`config.mk`:
```
export PLATFORM = sky130hd
export DESIGN_NAME = spis_retx_slave
export DESIGN_NICKNAME = d
export VERILOG_FILES = /design/src/rtl/spis_pkg.sv /design/src/rtl/spis_sync.sv /design/src/rtl/spis_shifter.sv /design/src/rtl/spis_regs.sv /design/src/rtl/spis_retx_slave.sv
export SDC_FILE = /design/constraint.sdc
export NUM_CORES = 1
export LEC_CHECK = 0
export BUFFER_PORTS_ARGS = -buffer_cell sky130_fd_sc_hd__buf_2
export CAP_MARGIN = 40
export CORE_UTILIZATION = 51
export DETAILED_ROUTE_END_ITERATION = 8
export PLACE_DENSITY = 0.76
export SLEW_MARGIN = 20
export SYNTH_ARGS = -nofsm -noshare
export SYNTH_HDL_FRONTEND = slang
export SYNTH_HIERARCHICAL = 1
export SYNTH_SLANG_ARGS = --single-unit
```
`constraint.sdc`:
```
create_clock -name clk -period 5.29 [get_ports clk]
set_input_delay 0.7935 -clock clk [delete_from_list [all_inputs] [get_ports clk]]
set_output_delay 0.7935 -clock clk [all_outputs]
set_load 0.05 [all_outputs]
```
`src/rtl/spis_pkg.sv`:
```
package spis_pkg;

  typedef enum logic [1:0] {
    REG_CFG  = 2'd0,
    REG_TX   = 2'd1,
    REG_RX   = 2'd2,
    REG_STAT = 2'd3
  } reg_addr_e;

  localparam int ST_TX_EMPTY = 0;
  localparam int ST_RX_FULL  = 1;
  localparam int ST_OVERRUN  = 2;

endpackage

```
`src/rtl/spis_sync.sv`:
```
module spis_sync #(
  parameter int          WIDTH   = 3,
  parameter int          STAGES  = 2,
  parameter logic [WIDTH-1:0] RST_VAL = '0
) (
  input  logic             clk,
  input  logic             rst,
  input  logic [WIDTH-1:0] din,
  output logic [WIDTH-1:0] dout
);

  logic [WIDTH-1:0] chain [STAGES];

  for (genvar g = 0; g < STAGES; g++) begin : g_stage
    if (g == 0) begin : g_first
      always_ff @(posedge clk) begin
        if (rst) chain[g] <= RST_VAL;
        else     chain[g] <= din;
      end
    end else begin : g_next
      always_ff @(posedge clk) begin
        if (rst) chain[g] <= RST_VAL;
        else     chain[g] <= chain[g-1];
      end
    end
  end

  assign dout = chain[STAGES-1];

endmodule

```
`src/rtl/spis_shifter.sv`:
```
module spis_shifter #(
  parameter int MAX_BITS = 16,
  parameter int LEN_W    = 4
) (
  input  logic                clk,
  input  logic                rst,
  input  logic                sck_s,
  input  logic                nss_s,
  input  logic                mosi_s,
  input  logic [LEN_W-1:0]    len_m1,
  input  logic                cpol,
  input  logic                ncpha,
  input  logic                load_en,
  input  logic [MAX_BITS-1:0] load_data,
  output logic                miso,
  output logic                nss_fall,
  output logic                busy,
  output logic                done,
  output logic [MAX_BITS-1:0] rx_word
);

  logic                sck_prev, nss_prev;
  logic [MAX_BITS-1:0] sr, shifted, mask;
  logic [LEN_W-1:0]    cnt;
  logic                act, sck_rise, sck_fall, lead, trail, cap, chg, last;

  always_comb begin
    act      = !nss_s;
    sck_rise = sck_s && !sck_prev;
    sck_fall = !sck_s && sck_prev;
    lead     = cpol ? sck_fall : sck_rise;
    trail    = cpol ? sck_rise : sck_fall;
    cap      = act && (ncpha ? lead : trail);
    chg      = act && (ncpha ? trail : lead);
    for (int i = 0; i < MAX_BITS; i++) mask[i] = (i <= int'(len_m1));
    shifted  = ((sr << 1) | {{(MAX_BITS-1){1'b0}}, mosi_s}) & mask;
    last     = (cnt == len_m1);
  end

  assign nss_fall = nss_prev && !nss_s;
  assign busy     = (cnt != '0);

  always_ff @(posedge clk) begin
    if (rst) begin
      sck_prev <= 1'b0;
      nss_prev <= 1'b1;
      sr       <= '0;
      cnt      <= '0;
      miso     <= 1'b0;
      done     <= 1'b0;
      rx_word  <= '0;
    end else begin
      sck_prev <= sck_s;
      nss_prev <= nss_s;
      done     <= 1'b0;
      if (!act) begin
        cnt <= '0;
      end else if (cap) begin
        sr <= shifted;
        if (last) begin
          cnt     <= '0;
          done    <= 1'b1;
          rx_word <= shifted;
        end else begin
          cnt <= cnt + 1'b1;
        end
      end
      if (load_en) sr <= load_data & mask;
      if (chg) miso <= sr[len_m1];
      else if (ncpha && cnt == '0 && !cap) miso <= sr[len_m1];
    end
  end

  // an inactive select always returns the bit counter to zero
  a_r12_cnt_cleared: assert property (@(posedge clk) disable iff (rst)
    !act |=> (cnt == '0));

  // no word can complete out of a cycle with select inactive
  a_r5_no_done_idle: assert property (@(posedge clk) disable iff (rst)
    !act |=> !done);

  // counter never passes the programmed length
  a_r2_cnt_bound: assert property (@(posedge clk) disable iff (rst)
    $stable(len_m1) |-> (cnt <= len_m1));

endmodule

```
`src/rtl/spis_regs.sv`:
```
module spis_regs
  import spis_pkg::*;
#(
  parameter int MAX_BITS = 16,
  parameter int LEN_W    = 4
) (
  input  logic                clk,
  input  logic                rst,
  input  logic                wr_en,
  input  logic                rd_en,
  input  reg_addr_e           addr,
  input  logic [MAX_BITS-1:0] wdata,
  output logic [MAX_BITS-1:0] rdata,
  input  logic                nss_fall,
  input  logic                busy,
  input  logic                done,
  input  logic [MAX_BITS-1:0] rx_word,
  output logic [LEN_W-1:0]    len_m1,
  output logic                cpol,
  output logic                ncpha,
  output logic                load_en,
  output logic [MAX_BITS-1:0] load_data
);

  localparam int CFG_W = LEN_W + 2;

  logic [MAX_BITS-1:0] tdr, rdr;
  logic                pending, fresh, rx_full, ovr;
  logic                wr_tx, rd_rx, rd_st, load_pt, direct;
  logic [MAX_BITS-1:0] status, cfg_word;

  always_comb begin
    wr_tx    = wr_en && (addr == REG_TX);
    rd_rx    = rd_en && (addr == REG_RX);
    rd_st    = rd_en && (addr == REG_STAT);
    load_pt  = nss_fall || done;
    direct   = wr_tx && (load_pt || (!pending && !fresh && !busy));
    load_en  = 1'b0;
    load_data = wdata;
    if (direct) begin
      load_en = 1'b1;
    end else if (load_pt && pending) begin
      load_en   = 1'b1;
      load_data = tdr;
    end
    status = '0;
    status[ST_TX_EMPTY] = !pending;
    status[ST_RX_FULL]  = rx_full;
    status[ST_OVERRUN]  = ovr;
    cfg_word = '0;
    cfg_word[CFG_W-1:0] = {ncpha, cpol, len_m1};
  end

  always_ff @(posedge clk) begin
    if (rst) begin
      tdr     <= '0;
      rdr     <= '0;
      pending <= 1'b0;
      fresh   <= 1'b0;
      rx_full <= 1'b0;
      ovr     <= 1'b0;
      len_m1  <= LEN_W'(7);
      cpol    <= 1'b0;
      ncpha   <= 1'b1;
      rdata   <= '0;
    end else begin
      if (wr_en && addr == REG_CFG) {ncpha, cpol, len_m1} <= wdata[CFG_W-1:0];
      if (wr_tx) tdr <= wdata;

      if (wr_tx && !direct) pending <= 1'b1;
      else if (load_pt)     pending <= 1'b0;

      if (load_en)   fresh <= 1'b1;
      else if (done) fresh <= 1'b0;

      if (done) begin
        rdr     <= rx_word;
        rx_full <= 1'b1;
      end else if (rd_rx) begin
        rx_full <= 1'b0;
      end

      if (done && rx_full && !rd_rx) ovr <= 1'b1;
      else if (rd_st)                ovr <= 1'b0;

      if (rd_en) begin
        case (addr)
          REG_CFG:  rdata <= cfg_word;
          REG_TX:   rdata <= tdr;
          REG_RX:   rdata <= rdr;
          default:  rdata <= status;
        endcase
      end
    end
  end

  // overrun only appears when an unread word was already present
  a_r7_ovr_needs_full: assert property (@(posedge clk) disable iff (rst)
    $rose(ovr) |-> $past(rx_full));

  // status read clears overrun unless a word completes at once
  a_r8_ovr_clear: assert property (@(posedge clk) disable iff (rst)
    (rd_st && !done) |=> !ovr);

  // a completed word always leaves receive-full set
  a_r6_full_after_done: assert property (@(posedge clk) disable iff (rst)
    done |=> rx_full);

  // a held value is consumed at a load point
  a_r10_pending_loaded: assert property (@(posedge clk) disable iff (rst)
    (load_pt && pending && !wr_tx) |=> (!pending && fresh));

  // a direct write never leaves anything held
  a_r9_direct_empty: assert property (@(posedge clk) disable iff (rst)
    (direct && !pending) |=> !pending);

endmodule

```
`src/rtl/spis_retx_slave.sv`:
```
module spis_retx_slave
  import spis_pkg::*;
#(
  parameter int MAX_BITS    = 16,
  parameter int SYNC_STAGES = 2
) (
  input  logic                clk,
  input  logic                rst,
  input  logic                spck,
  input  logic                nss,
  input  logic                mosi,
  output logic                miso,
  input  logic                wr_en,
  input  logic                rd_en,
  input  logic [1:0]          addr,
  input  logic [MAX_BITS-1:0] wdata,
  output logic [MAX_BITS-1:0] rdata
);

  localparam int LEN_W = $clog2(MAX_BITS);

  logic [2:0]          sync_out;
  logic                sck_s, nss_s, mosi_s;
  logic [LEN_W-1:0]    len_m1;
  logic                cpol, ncpha, load_en, nss_fall, busy, done;
  logic [MAX_BITS-1:0] load_data, rx_word;

  spis_sync #(
    .WIDTH  (3),
    .STAGES (SYNC_STAGES),
    .RST_VAL(3'b010)
  ) i_sync (
    .clk (clk),
    .rst (rst),
    .din ({mosi, nss, spck}),
    .dout(sync_out)
  );

  assign {mosi_s, nss_s, sck_s} = sync_out;

  spis_shifter #(
    .MAX_BITS(MAX_BITS),
    .LEN_W   (LEN_W)
  ) i_shifter (
    .clk      (clk),
    .rst      (rst),
    .sck_s    (sck_s),
    .nss_s    (nss_s),
    .mosi_s   (mosi_s),
    .len_m1   (len_m1),
    .cpol     (cpol),
    .ncpha    (ncpha),
    .load_en  (load_en),
    .load_data(load_data),
    .miso     (miso),
    .nss_fall (nss_fall),
    .busy     (busy),
    .done     (done),
    .rx_word  (rx_word)
  );

  spis_regs #(
    .MAX_BITS(MAX_BITS),
    .LEN_W   (LEN_W)
  ) i_regs (
    .clk      (clk),
    .rst      (rst),
    .wr_en    (wr_en),
    .rd_en    (rd_en),
    .addr     (reg_addr_e'(addr)),
    .wdata    (wdata),
    .rdata    (rdata),
    .nss_fall (nss_fall),
    .busy     (busy),
    .done     (done),
    .rx_word  (rx_word),
    .len_m1   (len_m1),
    .cpol     (cpol),
    .ncpha    (ncpha),
    .load_en  (load_en),
    .load_data(load_data)
  );

endmodule

```
* Word level (Yosys, flattened, before mapping)
Memory sizes are Yosys's and may differ from the RTL's. Cells that the tools add are included. Widths: inputs -> output; s select.
Storage, ports and cells: bits in writable memories 6, input port bits 25, memories 1, output and inout bits 17, register bits 98
Memory list:
- i_sync.chain | words 2, width 3, read ports 2, clocked after Yosys merged registers in 0, write ports 2, line spis_sync.sv:12 | logic [WIDTH-1:0] chain [STAGES];
Operators by class: bitwise operators 7, add/sub/neg operators 1, multiplexer cells 31, reductions and logical operators 42, eq/ne operators 5, magnitude comparators 16
Operators with widths (count):
- $mux 16 | 5
- $pmux 16 s3 | 1
- $and 16x16->16 | 2
- $le 4x4->1 const A | 8
- $mux 1 | 21
- $logic_and 1x1->1 | 18
- $le 3x4->1 const A | 4
- $or 16x1->16 | 1
- $reduce_bool 2->1 | 6
- $logic_not 1->1 | 9
- $le 2x4->1 const A | 2
- $mux 3 | 2
- $lt 4x5->1 const B | 1
- $add 4x1->4 const B | 1
- $bmux 1 s4 | 1
- $eq 2x2->1 const B | 2
- $eq 4x4->1 | 1
- $le 1x4->1 const A | 1
- $logic_not 4->1 | 1
- $mux 4 | 1
- $reduce_bool 4->1 | 1
- $reduce_and 3->1 | 1
- $reduce_or 3->1 | 1
- $eq 2x1->1 const B | 1
- 7 further kinds | 10

* Depth between registers and ports, before layout
Gate-level depths: netlist of the first run. An unclocked memory read counts as a cell.
depth after elaboration 10, mapped depth 11

* Modules after synthesis
The synthesis of the first run kept the hierarchy.
By module, submodules not included:
- spis_regs | instances 1, cells each 263, seq. area each 1161.1 um^2, area an instance 2499.9 um^2
- spis_shifter | instances 1, cells each 237, seq. area each 800.8 um^2, area an instance 2143.3 um^2
- spis_sync | instances 1, cells each 12, seq. area each 120.1 um^2, area an instance 157.7 um^2

* Worst setup path before layout of the first run
Ideal clock, no wire load.
path type in2reg, start point input addr[1], end point register i_shifter.sr[3], required time 5162 ps, slack 2863 ps, arrival 2299 ps, setup time 128 ps, stages on the path 9, cells stage by stage and3b_1 buf_6 o32a_1 clkbuf_1 buf_2 mux2i_1 a21oi_1 mux2i_1 nor2_1
Between the ends: cells in the longest elaborated chain, start to end 6, elaborated cells between the ends (all ways) 10, classes of those cells 2 x eq/ne; 3 x mux; 1 x bitwise; 4 x reduce/logical
Ends and longest elaborated chain:
- from (decl) | line spis_retx_slave.sv:15 | input logic [1:0] addr,
- $eq 2x1->1 * | line spis_regs.sv:33 | wr_tx = wr_en && (addr == REG_TX);
- $logic_and 1x1->1 * | line spis_regs.sv:33
- $logic_and 1x1->1 * | line spis_regs.sv:37 | direct = wr_tx && (load_pt || (!pending && !fresh && !busy));
- $mux 1 * | line spis_regs.sv:40 | if (direct) begin
- via load_en | line spis_retx_slave.sv:25 | logic cpol, ncpha, load_en, nss_fall, busy, done;
- $ne 2x1->1 (no line) / $reduce_bool 2->1 (equally long branches)
- $reduce_and 2->1 (no line)
- to (signal assigned) | line spis_shifter.sv:59 | sr <= shifted;
- to (signal assigned) | line spis_shifter.sv:68 | if (load_en) sr <= load_data & mask;
- to (decl) | line spis_shifter.sv:23 | logic [MAX_BITS-1:0] sr, shifted, mask;
The timed path passes the listed nets; every way through them passes the cells marked *. A chain may end at the register's enable or synchronous reset.

* Final worst setup path of the first run
start point input addr[1], end point register i_shifter.sr[8]
Same word-level chain as after synthesis.

==> results.txt, run 1 <==
post-CTS sizing = 0
Cell Area, Synth = 4801 um^2
share of cells above drive strength 1 = 18.74%
ANT cells = 0
Seq/Total Area, Yosys = 43.37%
CTS Buffer Depth = 2
Adder-Cell Fraction of Synth Area = 0.5212%
switching power = 0.3878 mW
largest net degree at the start of global routing = 89
first-pass GRT wire length = 17,420 um
Max VDD drop = 0.1326 mV
via count = 3,667
final period utilization = 54.81%
endpoints failing setup = 0
EDFF count, synth = 0
Die H = 99.02 um
Worst-path clk slew = 0.10 ns
H-tree depth = 3
CTS Buf Count = 9
largest fanout on the critical path = 18
Multi-input gate area = 2511 um^2
worst hold slack = 0.4142 ns
drt via density = 5.642
Comb power frac = 9.5%
RSZ-0062 raised after global routing = false
Clock Power Share = 37.0%
largest family of logic cells by synthesized area = multiplexers
Pre-antenna DRT Iters = 6
Peak Freq = 0.3449 GHz
maxcap violations = 0
Syn Nets = 539
FF+latch area = 2082 um^2
gr busiest metal = met2
grt met3 use = 2.482%
TritonCTS clock tree = done
# fillers = 797
I/O Pins = 42
Leak = 1.853 nW
vias in the first global route = 3,514
Slowest-stage cell, CP = and3b_1
status = finished with violations
met2 GRT Util = 36.85%
Main synth FF type = dfxtp_1
Slew Viols, Final = 0
CTS Hold Bufs = 0
DRT Wirelength = 10,630 um
GP Congestion = 0.7793
CTS sink cnt = 104
post-layout min period = 2.900 ns
FFs w/ async S/R, synth = 0%
measured slew at the worst slew-check pin = 0.7823 ns
crit path kind = primary input to register
setup tns final = 0 ns
Netlist cell types = 49
Bufs and invs on worst path = 3
Root Driver = clkbuf_8
PwrDens = 290.0 nW/um^2
Site Rows = 35
mean post-synth cell area = 9.377 um^2
internal power = 1.139 mW
Layout Nets = 561
mux cell area share after synthesis = 19.81%
Compound-Gate Fraction of Synth Area = 10.84%
Setup Skew = 0.01401 ns
CP arrival = 3.21 ns
core area = 9196 um^2
CP top delay family = simple AND/OR/NAND/NOR gates
failing checks = design-rule violations
Seq pwr share = 53.5%
gr ovfl total = 0
worst path required time = 5.60 ns
switching part of the total power = 25.40%
DR DRC count = 1
Setup Fix Bufs, Post-CTS = 0
slowest cell delay on critical path = 0.75 ns
Synth Area in XOR/XNOR = 1.798%
Min-Delay Path Class = register to register
gr usage total = 22.52%
post-synthesis cell count = 512
worst rel slew slack = 47.77%
die width = 99.02 um
Finished Core Util = 57.24%
Seq cells post-synth = 104
CP Launch Type = primary input
Initial Util = 52.20%
Simple-Gate Fraction of Synth Area = 19.34%
First DRT Iteration DRCs = 170
Die ar. = 9805 um^2
GR Layer Usage met1 = 30.01%
drt wl/cell = 16.36 um
worst-path cell chain = buf_2 -> and3b_1 -> o32a_1 -> buf_4 -> inv_1 -> o21ai_4 -> mux2_2 -> nor2_1
Layout area overhead = 9.643%
Port Buf Inserts = 41
Post-DP HPWL = 7087 um
initial antenna violation count = 0
DRT antenna net count = 0
Yosys warnings = 6
Skew-Pair Late Insertion Delay = 0.38 ns
crit end category = register
Final Hold Fails = 0
Power Total = 1.527 mW
-- sequential cells by signal (all words and copies together), names as in the netlist, 4 cells and up --
| register | cells |
|---|---|
| i_regs/rdata | 16 |
| i_regs/rdr | 16 |
| i_regs/tdr | 16 |
| i_shifter/rx_word | 16 |
| i_shifter/sr | 16 |
| i_sync/chain | 6 |
| i_regs/len_m1 | 4 |
| i_shifter/cnt | 4 |
-- power by group through the flow --
stage | combinational [mW] | clock (mW) | sequential [mW]
floorplan | 0.0895 | 0 | 0.849
global placement | 0.139 | 0 | 0.834
detailed placement | 0.142 | 0 | 0.834
CTS | 0.142 | 0.572 | 0.816
global route | 0.157 | 0.603 | 0.819
finish | 0.145 | 0.565 | 0.817
-- cells in the final DEF, fill, tap and decap left out, types with 2 or more instances in the layout --
master | Yosys | layout
inv_1 | 5 | 5
or2_1 | 2 | 2
mux2i_1 | 59 | 59
nand2b_1 | 13 | 13
o2111ai_1 | 3 | 3
xnor2_1 | 8 | 8
buf_2 | 7 | 41
a22oi_1 | 10 | 10
a21oi_1 | 35 | 35
nand3b_1 | 8 | 8
nand3_1 | 8 | 8
nand2_1 | 44 | 44
inv_6 | 0 | 2
dfxtp_1 | 104 | 104
nor3_1 | 10 | 10
nor2b_1 | 17 | 17
nor2_1 | 70 | 70
clkbuf_8 | 0 | 10
or2_2 | 4 | 4
a211oi_1 | 11 | 11
ha_1 | 2 | 2
a211o_1 | 4 | 4
buf_4 | 2 | 7
mux4_2 | 6 | 6
bufinv_16 | 0 | 2
a311oi_1 | 4 | 4
mux2_2 | 18 | 18
nand4_1 | 4 | 4
o21ai_0 | 5 | 5
-- final timing paths --
kind / startpoint / to / slack [ns] / depth (start not counted)
worst min register to register: i_sync/chain[0][1] / i_sync/chain[1][1] / 0.41 / 1
worst min-delay path: i_sync/chain[0][1] / i_sync/chain[1][1] / 0.41 / 1
worst max register to register: i_regs/len_m1[3] / i_shifter/rx_word[8] / 2.74 / 6
worst max-delay path: addr[1] / i_shifter/sr[8] / 2.39 / 8
-- synthesized netlist by cell type (all sizes together), types with 2 or more instances --
library cell  instances  share of area, %
a21oi                35               3.6
ha                    2              0.52
a211oi               11               1.7
a211o                 4              0.73
nand3b                8               1.3
nor3b                 2              0.42
or2                   6              0.78
nand2                44               3.4
buf                  15               2.1
o21ai                 6              0.86
o2111ai               3              0.55
nand2b               13               1.7
nand3                 8              0.83
a311oi                4              0.73
a22oi                10               1.6
nor2                 71               5.7
mux2i                60                13
xnor2                 9               1.8
nor2b                17               2.2
mux4                  6               2.8
mux2                 18               4.2
clkbuf               23               1.8
nand4                 4              0.52
inv                   5              0.39
nor3                 11               1.4
dfxtp               104                43
-- metal layers --
metal,share of wire (%),vias up
li1,-,1828
met1,47,1730
met2,48,101
met3,5.0,8
met4,0.76,0
met5,0,-
-- per-stage QoR --
step | cells | worst slack (ns) | cell area [um^2]
2_1_floorplan | 512 | 2.863 | 4801
3_3_place_gp | 631 | 2.074 | 4994
3_5_place_dp | 632 | 2.043 | 5001
4_1_cts | 648 | 2.424 | 5229
5_1_grt | 650 | 2.261 | 5264
6_report | 650 | 2.390 | 5264
-- cell type report --
class                   instances  area share (%)
multi-input cells             365           47.71
inverters                       5          0.3565
flip-flops and latches        104           39.55
clock inverters                 5           1.640
clock buffers                  11           2.686
repair buffers                 49           5.420
well taps                     111           2.638
-- kinds of logic (layout without fill, tap and decap cells) --
logic type,count (synthesis),count (layout)
mux,84,84
compound gates,79,79
buf+inv,43,70
flops,104,104
xor+xnor,9,9
simple gates,191,191
fa+ha+maj,2,2
-- worst register-to-register path, cell delays in order, from the launching register on --
cell	delay (ns)
dfxtp_1	0.84
xnor2_1	0.21
nand4_1	0.18
nor3_4	0.56
buf_4	0.35
nand3_1	0.12
a21oi_1	0.22
(Power assumes the default switching activity.)
==> run 2, diff against run 1 <==
--- a/config.mk
+++ b/config.mk
@@ -5,11 +5,12 @@
 export SDC_FILE = /design/constraint.sdc
 export NUM_CORES = 1
 export LEC_CHECK = 0
+export ABC_AREA = 1
 export BUFFER_PORTS_ARGS = -buffer_cell sky130_fd_sc_hd__buf_2
 export CAP_MARGIN = 40
 export CORE_UTILIZATION = 51
 export DETAILED_ROUTE_END_ITERATION = 8
-export PLACE_DENSITY = 0.76
+export PLACE_DENSITY = 0.78
 export SLEW_MARGIN = 20
 export SYNTH_ARGS = -nofsm -noshare
 export SYNTH_HDL_FRONTEND = slang
==> constraint.sdc (replaced) <==
create_clock -name clk -period 2.61 [get_ports clk]
set_input_delay 0.3915 -clock clk [delete_from_list [all_inputs] [get_ports clk]]
set_output_delay 0.3915 -clock clk [all_outputs]
set_load 0.05 [all_outputs]
==> results.txt, run 2 <==
maxcap violations = 0
Initial Util = 53.60%
DRT Wirelength = 12,350 um
Worst-path clk slew = 0.11 ns
Layout area overhead = 8.219%
Layout Nets = 808
First DRT Iteration DRCs = 543
top sig layer = met4
Synth Area in XOR/XNOR = 0.5230%
CP Launch Type = register
Syn Nets = 782
Simple-Gate Fraction of Synth Area = 32.90%
post-layout min period = 2.182 ns
Seq cells post-synth = 104
die width = 101.2 um
Min-Delay Path Class = primary input to register
CTS Buf Count = 9
slowest cell delay on critical path = 0.42 ns
largest family of logic cells by synthesized area = simple AND/OR/NAND/NOR gates
fin cells = 915
Compound-Gate Fraction of Synth Area = 13.45%
Port Buf Inserts = 41
mux cell area share after synthesis = 0%
initial antenna violation count = 0
Slew Viols, Final = 0
WL met1 = 5484 um
Netlist cell types = 31
hold_sp = nss
Slowest-stage cell, CP = dfxtp_1
commonest non-fill, non-tap cell in the layout = nand2_1
via count = 4,824
Seq/Total Area, Yosys = 41.44%
Finished Core Util = 58.01%
worst path required time = 2.93 ns
first-pass GRT wire length = 20,530 um
largest fanout on the critical path = 17
post-placement cell count = 899
flop2flop setup slack = 0.43 ns
core area = 9371 um^2
vias in the first global route = 4,385
I/O Pins = 42
worst rel slew slack = 54.41%
endpoints failing setup = 0
Main synth FF type = dfxtp_1
PwrDens = 547.9 nW/um^2
met3 WL = 978 um
most frequent cell after synthesis = nand2_1
RSZ-0062 raised after global routing = false
Pre-antenna DRT Iters = 6
ANT cells = 0
H-tree depth = 3
met2 routed wirelength = 5703 um
final worst slack = 0.4283 ns
Max VDD drop = 0.2455 mV
crit end category = register
gr ovfl total = 0
share of cells above drive strength 1 = 11.45%
Multi-input gate area = 2380 um^2
share of the synthesized area in the top cell type = 41.44%
crit path kind = register to register
Site Rows = 35
FFs w/ async S/R, synth = 0%
Root Driver = clkbuf_8
CP startpoint = i_shifter/cnt[0]
mean post-synth cell area = 6.654 um^2
Cell Area, Synth = 5024 um^2
cell taking the most area after synthesis = dfxtp_1
R2R depth = 13
Adder-Cell Fraction of Synth Area = 0.4981%
drt via density = 5.272
status = complete, no violations
# fillers = 913
CP top delay family = simple AND/OR/NAND/NOR gates
CTS Hold Bufs = 0
Final Hold Fails = 0
r2r startpoint = i_shifter/cnt[0]
largest net degree at the start of global routing = 49
commonest cells in the netlist = nand2_1, nor2_1, dfxtp_1
CTS Buffer Depth = 2
gr usage total = 25.46%
post-synthesis cell count = 755
Post-DP HPWL = 8709 um
GP Congestion = 0.8894
final period utilization = 83.59%
pre-CTS WS = 0.4054 ns
FF+latch area = 2082 um^2
top post-synthesis cells by area = dfxtp_1, nand2_1, nor2_1
Setup Fix Bufs, Post-CTS = 0
post-CTS sizing = 0
Setup Skew = 0.01225 ns
measured slew at the worst slew-check pin = 0.6831 ns
Skew-Pair Late Insertion Delay = 0.37 ns
DR DRC count = 0
Leak = 2.581 nW
Reg2Reg Capture Point = i_shifter/sr[5]
setup tns final = 0 ns
CP arrival = 2.50 ns
Peak Freq = 0.4583 GHz
Yosys warnings = 6
Bufs and invs on worst path = 4
drt wl/cell = 13.49 um
EDFF count, synth = 0
CTS sink cnt = 104
TritonCTS clock tree = done
Worst Hold End = i_sync/chain[0][1]
worst hold slack = 0.2037 ns
most frequent cells in the layout = nand2_1, nor2_1, dfxtp_1, inv_1, nand3_1
Die H = 101.2 um
Hold Path Cell Cnt = 3
DRT antenna net count = 0
worst-path cell chain = inv_1 -> ha_1 -> nand2_1 -> nor2_1 -> nand2_1 -> nand2_1 -> nand2_1 -> inv_1 -> inv_1 -> nand2_2 -> inv_1 -> nor2_1 -> nor2_1
Die ar. = 10,250 um^2
==> run 2: cell count changes in the layout (fill, tap and decap cells not counted), sizes merged, moves of 10 or more <==
cell | previous run | this run
a211oi | 11 | 1
inv | 7 | 91
mux2 | 18 | 0
mux2i | 60 | 0
nand2 | 44 | 195
nand2b | 13 | 0
nand3 | 8 | 73
nor2 | 71 | 116
nor2b | 17 | 0
o21ai | 6 | 86
==> run 2: per-layer routing <==
| layer | track usage, % | vias to the layer above |
|---|---|---|
| met2 | 40.66 | 203 |
| met3 | 3.244 | 26 |
| met4 | 9.588 | 0 |
| met5 | 0 | - |
| met1 | 35.18 | 2161 |
| li1 | - | 2434 |
==> run 2: kinds of logic after synthesis <==
group | Yosys count
simple gates | 389
flops | 104
compound gates | 131
buf+inv | 126
xor+xnor | 3
fa+ha+maj | 2
==> run 2: cell type report <==
type                       count  share of cell area [%]
timing repair buffer          51                   5.155
tap                          129                   2.969
clock inverter                 6                  0.9666
inverter                      90                   6.306
sequential                   104                   38.30
clock buffer                  10                   2.532
multi-input combinational    525                   43.77
==> run 2: worst reg2reg max path: stages, from the launching register on <==
cell and delay, ns:
dfxtp_1 0.42, inv_1 0.09, ha_1 0.20, nand2_1 0.09, nor2_1 0.06, nand2_1 0.08
nand2_1 0.07, nand2_1 0.09, inv_1 0.05, inv_1 0.30, nand2_2 0.28, inv_1 0.23
nor2_1 0.08, nor2_1 0.10
==> run 2: worst max-delay path by stage <==
stage                             endpoint  cells after the start
after floorplan           i_shifter/sr[10]                     10
after global placement     i_shifter/sr[4]                     11
after detailed placement   i_shifter/sr[4]                     11
after CTS                 i_shifter/sr[13]                     13
after global routing       i_shifter/sr[5]                     13
final                      i_shifter/sr[5]                     13
==> run 2: where the power goes <==
group          internal [mW]  leakage, nW  switching [mW]
registers               1.63        0.845          0.0314
clock network          0.386       0.0846           0.588
logic                  0.104         1.65           0.239
total                   2.12         2.58           0.859
==> run 2: through the flow <==
stage          area (um^2)  power, mW
5_1_grt               5436      3.112
4_1_cts               5436      2.989
2_1_floorplan         5024      1.938
3_5_place_dp          5246      2.031
6_report              5436      2.978
3_3_place_gp          5246      2.022
==> run 3, diff against run 2 <==
--- a/config.mk
+++ b/config.mk
@@ -5,12 +5,12 @@
 export SDC_FILE = /design/constraint.sdc
 export NUM_CORES = 1
 export LEC_CHECK = 0
-export ABC_AREA = 1
+export ABC_AREA = 0
 export BUFFER_PORTS_ARGS = -buffer_cell sky130_fd_sc_hd__buf_2
 export CAP_MARGIN = 40
 export CORE_UTILIZATION = 51
 export DETAILED_ROUTE_END_ITERATION = 8
-export PLACE_DENSITY = 0.78
+export PLACE_DENSITY = 0.79
 export SLEW_MARGIN = 20
 export SYNTH_ARGS = -nofsm -noshare
 export SYNTH_HDL_FRONTEND = slang
==> constraint.sdc (replaced) <==
create_clock -name clk -period 1.9 [get_ports clk]
set_input_delay 0.285 -clock clk [delete_from_list [all_inputs] [get_ports clk]]
set_output_delay 0.285 -clock clk [all_outputs]
set_load 0.05 [all_outputs]
==> results.txt, run 3 (synthesis results as in run 1) <==
status = finished with violations
DR DRC count = 2
First DRT Iteration DRCs = 260
Leak = 2.039 nW
initial antenna violation count = 0
CTS sink cnt = 104
ANT cells = 0
endpoints failing setup = 0
CTS Buffer Depth = 2
Die ar. = 9805 um^2
worst path required time = 2.15 ns
measured slew at the worst slew-check pin = 0.3863 ns
drt wl/cell = 16.73 um
via count = 3,932
final period utilization = 98.10%
FF+latch area = 2087 um^2
worst hold slack = 0.09559 ns
Layout area overhead = 16.42%
largest fanout on the critical path = 4
Slowest-stage cell, CP = dfxtp_2
worst-path cell chain = nor2b_4 -> o21ai_2 -> nor2_4 -> buf_6 -> mux2_4 -> mux2_2 -> nand2_1 -> mux2_2 -> nor2_1
I/O Pins = 42
post-placement cell count = 663
Post-DP HPWL = 8087 um
Site Rows = 35
slowest cell delay on critical path = 0.33 ns
largest net degree at the start of global routing = 71
CP arrival = 2.12 ns
core area = 9196 um^2
Setup Skew = 0.01063 ns
Min-Delay Path Class = primary input to register
CP Launch Type = register
die width = 99.02 um
PwrDens = 747.1 nW/um^2
gr ovfl total = 0
post-layout min period = 1.864 ns
crit end category = register
Pre-antenna DRT Iters = 7
# fillers = 733
most frequent cells in the layout = dfxtp_1, nor2_1, mux2i_1, nand2_1, buf_2
RSZ-0062 raised after global routing = true
GP Congestion = 0.8490
CTS Buf Count = 9
Max VDD drop = 0.4461 mV
crit path kind = register to register
maxcap violations = 0
DRT antenna net count = 0
vias in the first global route = 3,815
Multi-input gate area = 2564 um^2
Root Driver = clkbuf_8
Peak Freq = 0.5365 GHz
Die H = 99.02 um
share of cells above drive strength 1 = 25.74%
commonest non-fill, non-tap cell in the layout = dfxtp_1
fin cells = 682
Crit path top cell by count = mux2_2
first-pass GRT wire length = 18,480 um
Finished Core Util = 60.78%
DRT Wirelength = 11,410 um
Port Buf Inserts = 41
Initial Util = 52.20%
Final Hold Fails = 0
worst rel slew slack = 74.15%
Skew-Pair Late Insertion Delay = 0.37 ns
gr usage total = 23.83%
failing checks = design-rule violations
TritonCTS clock tree = done
drt via density = 5.765
Layout Nets = 593
H-tree depth = 3
Slew Viols, Final = 0
Worst-path clk slew = 0.10 ns
==> run 3: cell types whose count changed in the layout (fill, tap and decap cells not counted), moves of 16 or more <==
cell / before / now
nor2b_1: 0 / 16
nor2_1: 110 / 69
nand3_1: 71 / 8
o21ai_0: 63 / 4
o21ai_1: 21 / 0
inv_1: 82 / 3
buf_4: 10 / 32
mux2i_1: 0 / 59
nand2_1: 189 / 43
==> run 3: critical path: cells and delay by family, from the launching register on <==
kind / cells / cell delay [ns]
buffers and inverters: 1 / 0.14
and+or+nand+nor: 4 / 0.47
AOI/OAI and AO/OA: 1 / 0.08
DFF: 1 / 0.33
muxes: 3 / 0.71
==> run 3: path summary, 6_finish.rpt <==
| check | startpoint | to | slack (ns) | depth (start not counted) |
|---|---|---|---|---|
| worst max-delay path | i_shifter/nss_prev | i_shifter/sr[8] | 0.04 | 9 |
| worst min-delay path | nss | i_sync/chain[0][1] | 0.1 | 2 |
| worst max register to register | i_shifter/nss_prev | i_shifter/sr[8] | 0.04 | 9 |
| worst min register to register | i_sync/chain[0][1] | i_sync/chain[1][1] | 0.40 | 1 |
==> run 3: stage by stage <==
step | setup slack [ns] | power (mW) | instance area [um^2] | TNS (ns)
floorplan | -0.004291 | 2.617 | 4825 | -0.004291
global placement | -0.0004504 | 2.755 | 5296 | -0.0004504
detailed placement | -0.05682 | 2.767 | 5296 | -0.1629
CTS | 0.001612 | 4.203 | 5524 | 0
global route | -0.06539 | 4.331 | 5589 | -0.4869
finish | 0.03603 | 4.176 | 5589 | 0
==> run 3: what timing repair did <==
item                                    in CTS  in global routing
pin swaps                                    1                  7
endpoints found under the setup margin       4                 26
gates resized for setup                      3                 14
hold endpoints to repair                     0                  0
hold buffers                                 0                  0
setup buffers                                1                  2
==> run 3: report_power, final <==
group / internal [mW] / switching [mW]
registers: 2.23 / 0.0365
logic: 0.187 / 0.280
clock network: 0.637 / 0.809
total: 3.05 / 1.13
==> run 3: final cells by class <==
cell class,count,share of cell area (%)
timing repair buffer,81,10.21
tap,111,2.485
multi-input combinational,365,45.87
sequential,104,37.34
inverter,5,0.3358
clock buffer,9,2.216
clock inverter,7,1.545
==> run 3: layer usage <==
layer | vias to the layer above | track usage, % | routed length [um]
li1 | 1901 | - | -
met4 | 0 | 8.266 | 89
met5 | - | 0 | 0
met3 | 13 | 4.681 | 490
met2 | 125 | 40.61 | 5752
met1 | 1893 | 30.08 | 5079
